`src/rtl/pvic_pkg.sv`:
```
package pvic_pkg;
  localparam int ADDR_W = 4;
  localparam int DATA_W = 32;
  localparam logic [ADDR_W-1:0] A_ENABLE = 4'd0;
  localparam logic [ADDR_W-1:0] A_PRIO0  = 4'd1;
  localparam logic [ADDR_W-1:0] A_MODE   = 4'd4;
  localparam logic [ADDR_W-1:0] A_VECTOR = 4'd5;
  localparam logic [ADDR_W-1:0] A_EOI    = 4'd6;
  localparam logic [ADDR_W-1:0] A_PEND   = 4'd7;
  localparam logic [ADDR_W-1:0] A_FAST   = 4'd8;
  localparam int NIB_PER_WORD = 8;
endpackage

```
`src/rtl/pvic_sync.sv`:
```
module pvic_sync #(
  parameter int W = 1
) (
  input  logic         clk,
  input  logic         rst_n,
  input  logic [W-1:0] d,
  output logic [W-1:0] q
);
  logic [W-1:0] meta_q, hold_q;

  always_ff @(posedge clk) begin
    if (!rst_n) begin
      meta_q <= '0;
      hold_q <= '0;
    end else begin
      meta_q <= d;
      hold_q <= meta_q;
    end
  end

  assign q = hold_q;
endmodule

```
`src/rtl/pvic_arb.sv`:
```
module pvic_arb #(
  parameter int NSRC = 24,
  parameter int LW   = 3,
  parameter int IW   = 5
) (
  input  logic [NSRC-1:0]    active,
  input  logic [NSRC*LW-1:0] prio_flat,
  output logic               hit,
  output logic [IW-1:0]      win_id,
  output logic [LW-1:0]      win_lvl
);
  always_comb begin
    hit     = 1'b0;
    win_id  = '0;
    win_lvl = '0;
    for (int i = 0; i < NSRC; i++) begin
      if (active[i] && (!hit || prio_flat[i*LW +: LW] > win_lvl)) begin
        hit     = 1'b1;
        win_id  = IW'(i);
        win_lvl = prio_flat[i*LW +: LW];
      end
    end
  end
endmodule

```
`src/rtl/pvic_stack.sv`:
```
module pvic_stack #(
  parameter int DEPTH = 8,
  parameter int LW    = 3,
  localparam int DW   = $clog2(DEPTH + 1)
) (
  input  logic          clk,
  input  logic          rst_n,
  input  logic          push,
  input  logic [LW-1:0] push_lvl,
  input  logic          pop,
  output logic [DW-1:0] depth,
  output logic [LW-1:0] top_lvl
);
  logic [LW-1:0] lvl_q [DEPTH];
  logic [DW-1:0] cnt_q;

  always_ff @(posedge clk) begin
    if (!rst_n) begin
      cnt_q <= '0;
      for (int i = 0; i < DEPTH; i++) lvl_q[i] <= '0;
    end else if (push && cnt_q != DW'(DEPTH)) begin
      for (int i = 0; i < DEPTH; i++)
        if (DW'(i) == cnt_q) lvl_q[i] <= push_lvl;
      cnt_q <= cnt_q + 1'b1;
    end else if (pop && cnt_q != '0) begin
      cnt_q <= cnt_q - 1'b1;
    end
  end

  always_comb begin
    top_lvl = '0;
    for (int i = 0; i < DEPTH; i++)
      if (DW'(i + 1) == cnt_q) top_lvl = lvl_q[i];
  end

  assign depth = cnt_q;
endmodule

```
`src/rtl/pvic_top.sv`:
```
module pvic_top
  import pvic_pkg::*;
#(
  parameter int NSRC = 24,
  parameter int NEXT = 4,
  parameter int NLVL = 8,
  localparam int LW  = $clog2(NLVL),
  localparam int IW  = $clog2(NSRC),
  localparam int DW  = $clog2(NLVL + 1),
  localparam int PW  = (NSRC + NIB_PER_WORD - 1) / NIB_PER_WORD
) (
  input  logic              clk,
  input  logic              rst_n,
  input  logic [NSRC-1:0]   src_req,
  input  logic              fast_req,
  input  logic              bus_rd,
  input  logic              bus_wr,
  input  logic [ADDR_W-1:0] bus_addr,
  input  logic [DATA_W-1:0] bus_wdata,
  output logic [DATA_W-1:0] bus_rdata,
  output logic              irq,
  output logic              fast_irq
);
  logic [NSRC-1:0]    en_q, pend_q, raw, active;
  logic [NEXT-1:0]    mode_q, prev_q;
  logic [NEXT:0]      pin_s;
  logic               fast_en_q;
  logic [LW-1:0]      prio_q [NSRC];
  logic [NSRC*LW-1:0] prio_flat;
  logic               hit, ack_w, eoi_w;
  logic [IW-1:0]      win_id;
  logic [LW-1:0]      win_lvl, top_lvl;
  logic [DW-1:0]      depth;
  logic               unused_bits;

  pvic_sync #(.W(NEXT + 1)) u_sync (
    .clk(clk), .rst_n(rst_n), .d({fast_req, src_req[NEXT-1:0]}), .q(pin_s)
  );

  assign raw = {src_req[NSRC-1:NEXT], pin_s[NEXT-1:0]};
  assign fast_irq = fast_en_q & pin_s[NEXT];

  always_ff @(posedge clk) begin
    if (!rst_n) begin
      en_q      <= '0;
      mode_q    <= '0;
      fast_en_q <= 1'b0;
    end else if (bus_wr) begin
      if (bus_addr == A_ENABLE) en_q <= bus_wdata[NSRC-1:0];
      if (bus_addr == A_MODE)   mode_q <= bus_wdata[NEXT-1:0];
      if (bus_addr == A_FAST)   fast_en_q <= bus_wdata[0];
    end
  end

  for (genvar i = 0; i < NSRC; i++) begin : g_src
    localparam logic [ADDR_W-1:0] PADDR = A_PRIO0 + ADDR_W'(i / NIB_PER_WORD);
    localparam int NIB = (i % NIB_PER_WORD) * 4;

    always_ff @(posedge clk) begin
      if (!rst_n) prio_q[i] <= '0;
      else if (bus_wr && bus_addr == PADDR) prio_q[i] <= bus_wdata[NIB +: LW];
    end
    assign prio_flat[i*LW +: LW] = prio_q[i];

    if (i < NEXT) begin : g_pin
      always_ff @(posedge clk) begin
        if (!rst_n) begin
          pend_q[i] <= 1'b0;
          prev_q[i] <= 1'b0;
        end else begin
          prev_q[i] <= raw[i];
          if (!mode_q[i])                  pend_q[i] <= raw[i];
          else if (raw[i] && !prev_q[i])   pend_q[i] <= 1'b1;
          else if (ack_w && win_id == IW'(i)) pend_q[i] <= 1'b0;
        end
      end
    end else begin : g_int
      always_ff @(posedge clk) begin
        if (!rst_n) pend_q[i] <= 1'b0;
        else        pend_q[i] <= raw[i];
      end
    end
  end

  assign active = pend_q & en_q;

  pvic_arb #(.NSRC(NSRC), .LW(LW), .IW(IW)) u_arb (
    .active(active), .prio_flat(prio_flat),
    .hit(hit), .win_id(win_id), .win_lvl(win_lvl)
  );

  assign irq   = hit && (depth == '0 || win_lvl > top_lvl);
  assign ack_w = bus_rd && bus_addr == A_VECTOR && irq;
  assign eoi_w = bus_wr && bus_addr == A_EOI;

  pvic_stack #(.DEPTH(NLVL), .LW(LW)) u_stack (
    .clk(clk), .rst_n(rst_n), .push(ack_w), .push_lvl(win_lvl),
    .pop(eoi_w), .depth(depth), .top_lvl(top_lvl)
  );

  always_comb begin
    bus_rdata = '0;
    if (bus_addr == A_ENABLE) bus_rdata[NSRC-1:0] = en_q;
    if (bus_addr == A_MODE)   bus_rdata[NEXT-1:0] = mode_q;
    if (bus_addr == A_FAST)   bus_rdata[0] = fast_en_q;
    if (bus_addr == A_PEND)   bus_rdata[NSRC-1:0] = pend_q;
    if (bus_addr == A_VECTOR && irq) begin
      bus_rdata[DATA_W-1] = 1'b1;
      bus_rdata[8 +: LW]  = win_lvl;
      bus_rdata[0 +: IW]  = win_id;
    end
    for (int w = 0; w < PW; w++)
      if (bus_addr == A_PRIO0 + ADDR_W'(w))
        for (int j = 0; j < NIB_PER_WORD; j++)
          if (w * NIB_PER_WORD + j < NSRC)
            bus_rdata[j*4 +: LW] = prio_q[w * NIB_PER_WORD + j];
  end

  assign unused_bits = ^bus_wdata;
endmodule

```
`config.mk`:
```
export PLATFORM = sky130hd
export DESIGN_NAME = pvic_top
export DESIGN_NICKNAME = d
export VERILOG_FILES = /design/src/rtl/pvic_pkg.sv /design/src/rtl/pvic_sync.sv /design/src/rtl/pvic_arb.sv /design/src/rtl/pvic_stack.sv /design/src/rtl/pvic_top.sv
export SDC_FILE = /design/constraint.sdc
export NUM_CORES = 1
export LEC_CHECK = 0
export ABC_AREA = 1
export BUFFER_PORTS_ARGS = -buffer_cell sky130_fd_sc_hd__buf_2
export CAP_MARGIN = 0
export CORE_UTILIZATION = 44
export DETAILED_ROUTE_END_ITERATION = 10
export GPL_ROUTABILITY_DRIVEN = 0
export GPL_TIMING_DRIVEN = 0
export REMOVE_ABC_BUFFERS = 1
export SLEW_MARGIN = 40
export SYNTH_ARGS = -nofsm -noshare
export SYNTH_HDL_FRONTEND = slang
export SYNTH_SLANG_ARGS = --single-unit
```
`constraint.sdc`:
```
create_clock -name clk -period 35.1 [get_ports clk]
set_input_delay 5.265 -clock clk [delete_from_list [all_inputs] [get_ports clk]]
set_output_delay 5.265 -clock clk [all_outputs]
set_load 0.01 [all_outputs]
```
# [Word-level counts from Yosys, hierarchy flattened]
# Memory sizes are Yosys's and may differ from the RTL's.
# Index checks and enable logic that the tools add are counted.
[totals] ramBits=96 out_inout_bits=34 memories=2 in_bits=65 ff_bits=71 word_cells=418
[classes] eq_ne=24 mux=198 n_lt_le_gt_ge=24 reduce_logical=100 addsub=2 n_bitwise=34
[memory_table] name="prio_q" depth=24 width=3 read_ports=24 rd_ports_with_merged_regs=0 wr=24 line="pvic_top.sv:28" rtl="logic [LW-1:0] prio_q [NSRC];"
[memory_table] name="u_stack.lvl_q" depth=8 width=3 read_ports=8 rd_ports_with_merged_regs=0 wr=8 line="pvic_stack.sv:14" rtl="logic [LW-1:0] lvl_q [DEPTH];"
[op_table] op="$mux W3" n=93
[op_table] op="$mux W1" n=81
[op_table] op="$gt A3 B3 Y1" n=24
[op_table] op="$mux W24" n=2
[op_table] op="$mux W5" n=9
[op_table] op="$mux W4" n=11
[op_table] op="$logic_and A1 B1 Y1" n=41
[op_table] op="$or A1 B1 Y1" n=32
[op_table] op="$logic_not A1 Y1" n=27
[op_table] op="$and A24 B24 Y24" n=1
[op_table] op="$logic_or A1 B1 Y1" n=24
[op_table] op="$eq A3 B4 Y1 const A" n=4
[op_table] op="$eq A4 B3 Y1 const B" n=4
[op_table] op="$ne A3 B1 Y1 const B" n=4
[op_table] op="$eq A5 B2 Y1 const B" n=2
[op_table] op="$eq A2 B4 Y1 const A" n=2
[op_table] op="$eq A4 B2 Y1 const B" n=2
[op_table] op="$logic_not A4 Y1" n=2
[op_table] op="$reduce_and A2 Y1" n=3
[op_table] op="$eq A5 B1 Y1 const B" n=1
[op_table] op="$logic_not A5 Y1" n=1
[op_table] op="$add A4 B1 Y4 const B" n=1
[op_table] op="$eq A1 B4 Y1 const A" n=1
[op_table] op="$eq A4 B1 Y1 const B" n=1
[op_table] op="other kinds (8)" n=9

# [Logic depth before layout (Yosys ltp)]
[logic_depth] word_depth=103 mapped_depth=234 depth_no_buf=234

# [Hierarchy]
# A second synthesis with hierarchy kept.
[hier_totals] hier_cells=1471 hier_area_um2=10749.1
[by_module_without_submodules] mod="pvic_top" n_inst=1 area_each_um2=5843.1 seq_area_each_um2=3303.2 cells_per_inst=713
[by_module_without_submodules] mod="pvic_arb" n_inst=1 area_each_um2=3151.8 seq_area_each_um2=0.0 cells_per_inst=555
[by_module_without_submodules] mod="pvic_stack" n_inst=1 area_each_um2=1467.7 seq_area_each_um2=800.8 cells_per_inst=172
[by_module_without_submodules] mod="pvic_sync" n_inst=1 area_each_um2=286.5 seq_area_each_um2=200.2 cells_per_inst=31

# [Worst setup path before layout]
# No wires, ideal clock.
[synth_path] path_type="register -> output" from="register en_q[0]" to="output port bus_rdata[2]" stages_incl_launch_ff=223 required_time_ns=29.835 n_path_buf=0 t_arrival_ns=25.053 setup_slack_ns=4.782 cell_sequence="dfxtp_1 > nand2_2 > nor2_1 > inv_1 > ha_1 > a21oi_1 > nand2_1 > nand2_1 > nand2_1 > nand2_2 > nand2_1 > and2_1 > ha_1 > a21oi_1 > o21ai_1 > nand2_1 > nand2_1 > nand2_2 > [187 not listed] > ha_1 > nand2_1 > o21ai_0 > nand2_1 > a21oi_1 > inv_1 > nand3_2 > nand2_4 > ha_1 > nand2_1 > o21ai_0 > nand2_1 > o21ai_0 > nand2_1 > nor3_1 > inv_1 > o21ai_0 > o2111ai_1"
[synth_via] elab_chain_len=102 elab_cells_between_ends=169 classes_between="order compare (24); mux (72); bitwise (1); reduce/logical (72)"
[synth_rtl] item="from (decl)" line="pvic_top.sv:24" rtl="logic [NSRC-1:0] en_q, pend_q, raw, active;"
[synth_rtl] item="from (signal assigned)" line="pvic_top.sv:49" rtl="if (bus_addr == A_ENABLE) en_q <= bus_wdata[NSRC-1:0];"
[synth_rtl] item="$and A24 B24 Y24 (*)" line="pvic_top.sv:85" rtl="assign active = pend_q & en_q;"
[synth_rtl] item="$mux W3 / $mux W1 (equally long branches)" line="pvic_arb.sv:17" rtl="if (active[i] && (!hit || prio_flat[i*LW +: LW] > win_lvl)) begin"
[synth_rtl] item="$gt A3 B3 Y1 / $logic_not A1 Y1 (equally long branches)" line="pvic_arb.sv:17"
[synth_rtl] item="$logic_or A1 B1 Y1" line="pvic_arb.sv:17"
[synth_rtl] item="$logic_and A1 B1 Y1" line="pvic_arb.sv:17"
[synth_rtl] item="$mux W3 / $mux W1 (equally long branches)" line="pvic_arb.sv:17"
[synth_rtl] item="$gt A3 B3 Y1 / $logic_not A1 Y1 (equally long branches)" line="pvic_arb.sv:17"
[synth_rtl] item="$logic_or A1 B1 Y1" line="pvic_arb.sv:17"
[synth_rtl] item="[85 not listed]"
[synth_rtl] item="$mux W3 (*)" line="pvic_arb.sv:17"
[synth_rtl] item="named net u_arb.win_lvl[2]" line="pvic_arb.sv:10" rtl="output logic [LW-1:0] win_lvl"
[synth_rtl] item="$gt A3 B3 Y1 (*)" line="pvic_top.sv:92" rtl="assign irq = hit && (depth == '0 || win_lvl > top_lvl);"
[synth_rtl] item="$logic_or A1 B1 Y1 (*)" line="pvic_top.sv:92"
[synth_rtl] item="$logic_and A1 B1 Y1 (*)" line="pvic_top.sv:92"
[synth_rtl] item="$logic_and A1 B1 Y1 (*)" line="pvic_top.sv:107" rtl="if (bus_addr == A_VECTOR && irq) begin"
[synth_rtl] item="$mux W5 (*)" line="pvic_top.sv:107"
[synth_rtl] item="$mux W3 (*) (3 in series)" line="pvic_top.sv:113" rtl="if (bus_addr == A_PRIO0 + ADDR_W'(w))"
[synth_rtl] item="to (decl)" line="pvic_top.sv:20" rtl="output logic [DATA_W-1:0] bus_rdata,"
# Mark *: on every way through the listed nets, which the timed path passes. The rest lies on a longest branch.

# [Final worst setup path]
[layout_path] from="register en_q[0]" to="output port bus_rdata[8]"
[layout_via] elab_chain_len=102 elab_cells_between_ends=149 classes_between="order compare (24); mux (52); bitwise (1); reduce/logical (72)"
[layout_rtl] item="$and A24 B24 Y24 (*)" line="pvic_top.sv:85"
[layout_rtl] item="$mux W3 / $mux W1 (equally long branches)" line="pvic_arb.sv:17"
[layout_rtl] item="$gt A3 B3 Y1 / $logic_not A1 Y1 (equally long branches)" line="pvic_arb.sv:17"
[layout_rtl] item="$logic_or A1 B1 Y1" line="pvic_arb.sv:17"
[layout_rtl] item="$logic_and A1 B1 Y1" line="pvic_arb.sv:17"
[layout_rtl] item="$mux W3 / $mux W1 (equally long branches)" line="pvic_arb.sv:17"
[layout_rtl] item="$gt A3 B3 Y1 / $logic_not A1 Y1 (equally long branches)" line="pvic_arb.sv:17"
[layout_rtl] item="$logic_or A1 B1 Y1" line="pvic_arb.sv:17"
[layout_rtl] item="[85 not listed]"
[layout_rtl] item="$mux W3 (*)" line="pvic_arb.sv:17"
[layout_rtl] item="named net u_arb.win_lvl[2]" line="pvic_arb.sv:10"
[layout_rtl] item="$gt A3 B3 Y1 (*)" line="pvic_top.sv:92"
[layout_rtl] item="$logic_or A1 B1 Y1 (*)" line="pvic_top.sv:92"
[layout_rtl] item="$logic_and A1 B1 Y1 (*)" line="pvic_top.sv:92"
[layout_rtl] item="$logic_and A1 B1 Y1 (*)" line="pvic_top.sv:107"
[layout_rtl] item="$mux W3 (*)" line="pvic_top.sv:107"
[layout_rtl] item="$mux W3 (*) (3 in series)" line="pvic_top.sv:113"
# Marked as above.

==> summary.txt <==
Power
  – LEAKAGE: 6.15 nW
  – Overall power of the completed layout: 0.480 mW
  – IR drop worst, VDD: around 0.028 mV
  – Pwr/cell area: between 30 and 40 nW/um2

STA
  – Slew at the pin with the worst max-slew slack: 705 ps
  – Final max-slew violation count: 0
  – Final period utilization: 93.3%
  – Clock Skew: 11.5 ps
  – Minimum clock period: 32750 ps
  – Final Hold Viols: 0
  – Worst relative slew slack: 53.0%
  – Final setup fails: 0
  – Top achievable clock speed: 30.5 MHz
  – Worst Hold Slack: 413 ps

Yosys
  – Most used flip-flop cell after synthesis: sky130_fd_sc_hd__edfxtp_1
  – Area of the mapped netlist: 10500 um2
  – Post-synth ARST share: 0%
  – Synthesized area per cell: 7.52 um2
  – Count of mapped cells out of synthesis: ~1400
  – Ys Warns: 0
  – Count of flip-flops with a built-in enable after synthesis: 96
  – Number of distinct standard cells referenced by the synthesized netlist: 41
  – Post-synthesis sequential element count: 167
  – Sequential cell area fraction in the yosys report: 41.1%

Route
  – Final routed wire length divided by cell count: 16.6 um
  – Remaining DRCs: 0
  – Number of routed nets with antenna violations: 0
  – 1st-pass router iterations: 5
  – Via total after detailed routing: 9442
  – Initial DRC count: about 660
  – Total routed wirelength: just over 30000 um
  – Number of vias per cell: a little over 5

Cells and area
  – Number of nets in the final layout: 1613
  – Final Core Density: 52.5%
  – Summed area of non-filler cells in the final layout: 12300 um2
  – Synth-to-Final Area Change: 17.5%
  – Fraction of final layout cells sized beyond drive strength 1: about a fifth
  – Count of antenna diodes in the layout: 0

Setup path
  – Cell type with the highest occurrence count on the critical path: sky130_fd_sc_hd__nand2_1
  – Highest fanout seen on the critical path: 10
  – CP max-delay cell: sky130_fd_sc_hd__dfxtp_1
  – Kind of critical path: flip-flop to primary output
  – Crit path capture type: primary output
  – Arrival time worst endpoint: ~27000 ps
  – Required time at the worst-slack endpoint: around 30000 ps
  – Largest stage delay on the critical path: 350 ps
  – Critical Path Source Type: flip-flop

Run status
  – Status: completed

GRT
  – Total routing usage reported by global routing: 25.4%
  – Vias in the first global route: about 8700
  – Pin count of the biggest net entering global routing: 54
  – Global route total overflow: 0
  – Antenna violations before repair: 1
  – Global-route wire length before repair: 46600 um

Clock tree
  – Clock transition at the registers of the reported paths: about 70 ps
  – Later-pin clock latency in the skew report: 440 ps
  – Sinks on the clock net: ~170
  – Post-CTS Hold Fix Bufs: 0
  – Buffer type at the clock tree root: sky130_fd_sc_hd__clkbuf_16
  – Total CTS buffers: 17
  – H-tree depth reported by CTS: 4
  – CTS tree: built
  – Number of buffers between clock root and the deepest sink: 2

Floorplan
  – Overall die area: 24400 um2
  – Y dimension of the die: 156 um
  – Row cnt: 56
  – Core area: 23400 um2
  – Die Wd: between 150 and 200 um
  – Number of top-level pins: just under 100
  – Starting density of the core: 44.7%

Placed design
  – Half-perimeter wire length after placement: 23000 um
  – Buffers added on ports: 95
  – Placement-stage cell area: about 12000 um2

Min path
  – Worst hold path type: flip-flop to flip-flop

Job
  – Maxcap violations: 0
## cell type report
cell class | count | area [um2]
Fill cell | 2315 | 11100
Inverter | 244 | 921
Tap cell | 319 | 399
Clock buffer | 18 | 429
Clock inverter | 14 | 161
Sequential cell | 167 | 4300
Multi-Input combinational cell | 950 | 5380
Timing Repair Buffer | 109 | 706
## Yosys cell counts (7+ instances only)
| cell type | number | share of area, % |
|---|---|---|
| sky130_fd_sc_hd__ha_1 | 59 | 7.1 |
| sky130_fd_sc_hd__clkbuf_1 | 26 | 0.93 |
| sky130_fd_sc_hd__nand3_1 | 59 | 2.8 |
| sky130_fd_sc_hd__o211ai_1 | 10 | 0.72 |
| sky130_fd_sc_hd__nand4_1 | 8 | 0.48 |
| sky130_fd_sc_hd__o21ai_0 | 131 | 6.3 |
| sky130_fd_sc_hd__a221oi_1 | 12 | 1.0 |
| sky130_fd_sc_hd__a21oi_1 | 50 | 2.4 |
| sky130_fd_sc_hd__inv_1 | 238 | 8.5 |
| sky130_fd_sc_hd__nand2_2 | 40 | 2.4 |
| sky130_fd_sc_hd__nand2_4 | 26 | 2.8 |
| sky130_fd_sc_hd__edfxtp_1 | 96 | 28 |
| sky130_fd_sc_hd__dfxtp_1 | 71 | 14 |
| sky130_fd_sc_hd__nor2_1 | 174 | 6.2 |
| sky130_fd_sc_hd__nand3_2 | 24 | 2.3 |
| sky130_fd_sc_hd__nand2_1 | 308 | 11 |
| sky130_fd_sc_hd__o221ai_1 | 7 | 0.59 |
## final timing paths
kind	start	to	slack (ps)	depth (start not counted)
setup / recovery	en_q[0]	bus_rdata[8]	2350	222
hold / removal	u_sync.meta_q[0]	u_sync.q[0]	410	2
setup reg to reg	en_q[0]	u_stack.lvl_q[0][18]	7070	223
hold reg to reg	u_sync.meta_q[0]	u_sync.q[0]	410	2
## registers in the layout (all words and copies together), names as in the netlist
name and flops:
prio_q 72, en_q 24, pend_q 24, u_stack.lvl_q 24, u_sync.meta_q 5, u_sync.q 5
mode_q 4, prev_q 4, u_stack.depth 4, fast_en_q 1
## placed cells by master (no fill, tap or decap), types with 10 or more instances in the layout
master,instances
sky130_fd_sc_hd__a21oi_1,48
sky130_fd_sc_hd__a221oi_1,12
sky130_fd_sc_hd__buf_2,94
sky130_fd_sc_hd__clkbuf_16,17
sky130_fd_sc_hd__dfxtp_1,71
sky130_fd_sc_hd__edfxtp_1,96
sky130_fd_sc_hd__ha_1,59
sky130_fd_sc_hd__inv_1,235
sky130_fd_sc_hd__nand2_1,306
sky130_fd_sc_hd__nand2_2,38
sky130_fd_sc_hd__nand2_4,30
sky130_fd_sc_hd__nand3_1,53
sky130_fd_sc_hd__nand3_2,27
sky130_fd_sc_hd__nor2_1,170
sky130_fd_sc_hd__o211ai_1,10
sky130_fd_sc_hd__o21ai_0,80
sky130_fd_sc_hd__o21ai_1,30
sky130_fd_sc_hd__o21ai_2,21
## routing by layer
layer	part of all wire (%)	vias up	GRT usage, %
met2	46	272	41.1
met4	1.9	2	8.73
met3	5.5	44	4.28
li1	-	4719	-
met5	0.043	-	0
met1	46	4405	34.2
## worst max-delay path, delay by kind of cell, from the launching register on
family | cells | cell delay, ps
DFF | 1 | 350
adders and majority gates | 24 | 7170
and+or+nand+nor | 119 | 10880
buffers and inverters | 25 | 1670
AOI/OAI and AO/OA | 54 | 6890
## logic make-up after synthesis
group / Yosys count / synth area share (%)
DFF: 167 / 41.1
adders and majority gates: 59 / 7.06
other: 1 / 0.0358
buffers and inverters: 274 / 9.94
AOI/OAI and AO/OA: 235 / 12.7
and+or+nand+nor: 655 / 29.2
## report_power, final
group	internal [mW]	switching, mW
combinational	0.0235	0.0414
sequential	0.216	0.00596
clock	0.107	0.0867
## timing repair
item,CTS,global route
setup endpoints to repair,9,10
gates resized for setup,12,75
setup buffers,1,6
endpoints found under the hold margin,0,0
pin swaps,1,9
## through the flow
stage	cells	setup slack, ps	setup TNS (ps)
2_1_floorplan	1361	4780	0
3_5_place_dp	1782	-571	-2810
5_1_grt	1821	-63.1	-230
4_1_cts	1815	46.5	0
3_3_place_gp	1775	-463	-1980
6_report	1821	2350	0
No activity file was read; power rests on OpenSTA's default activity.
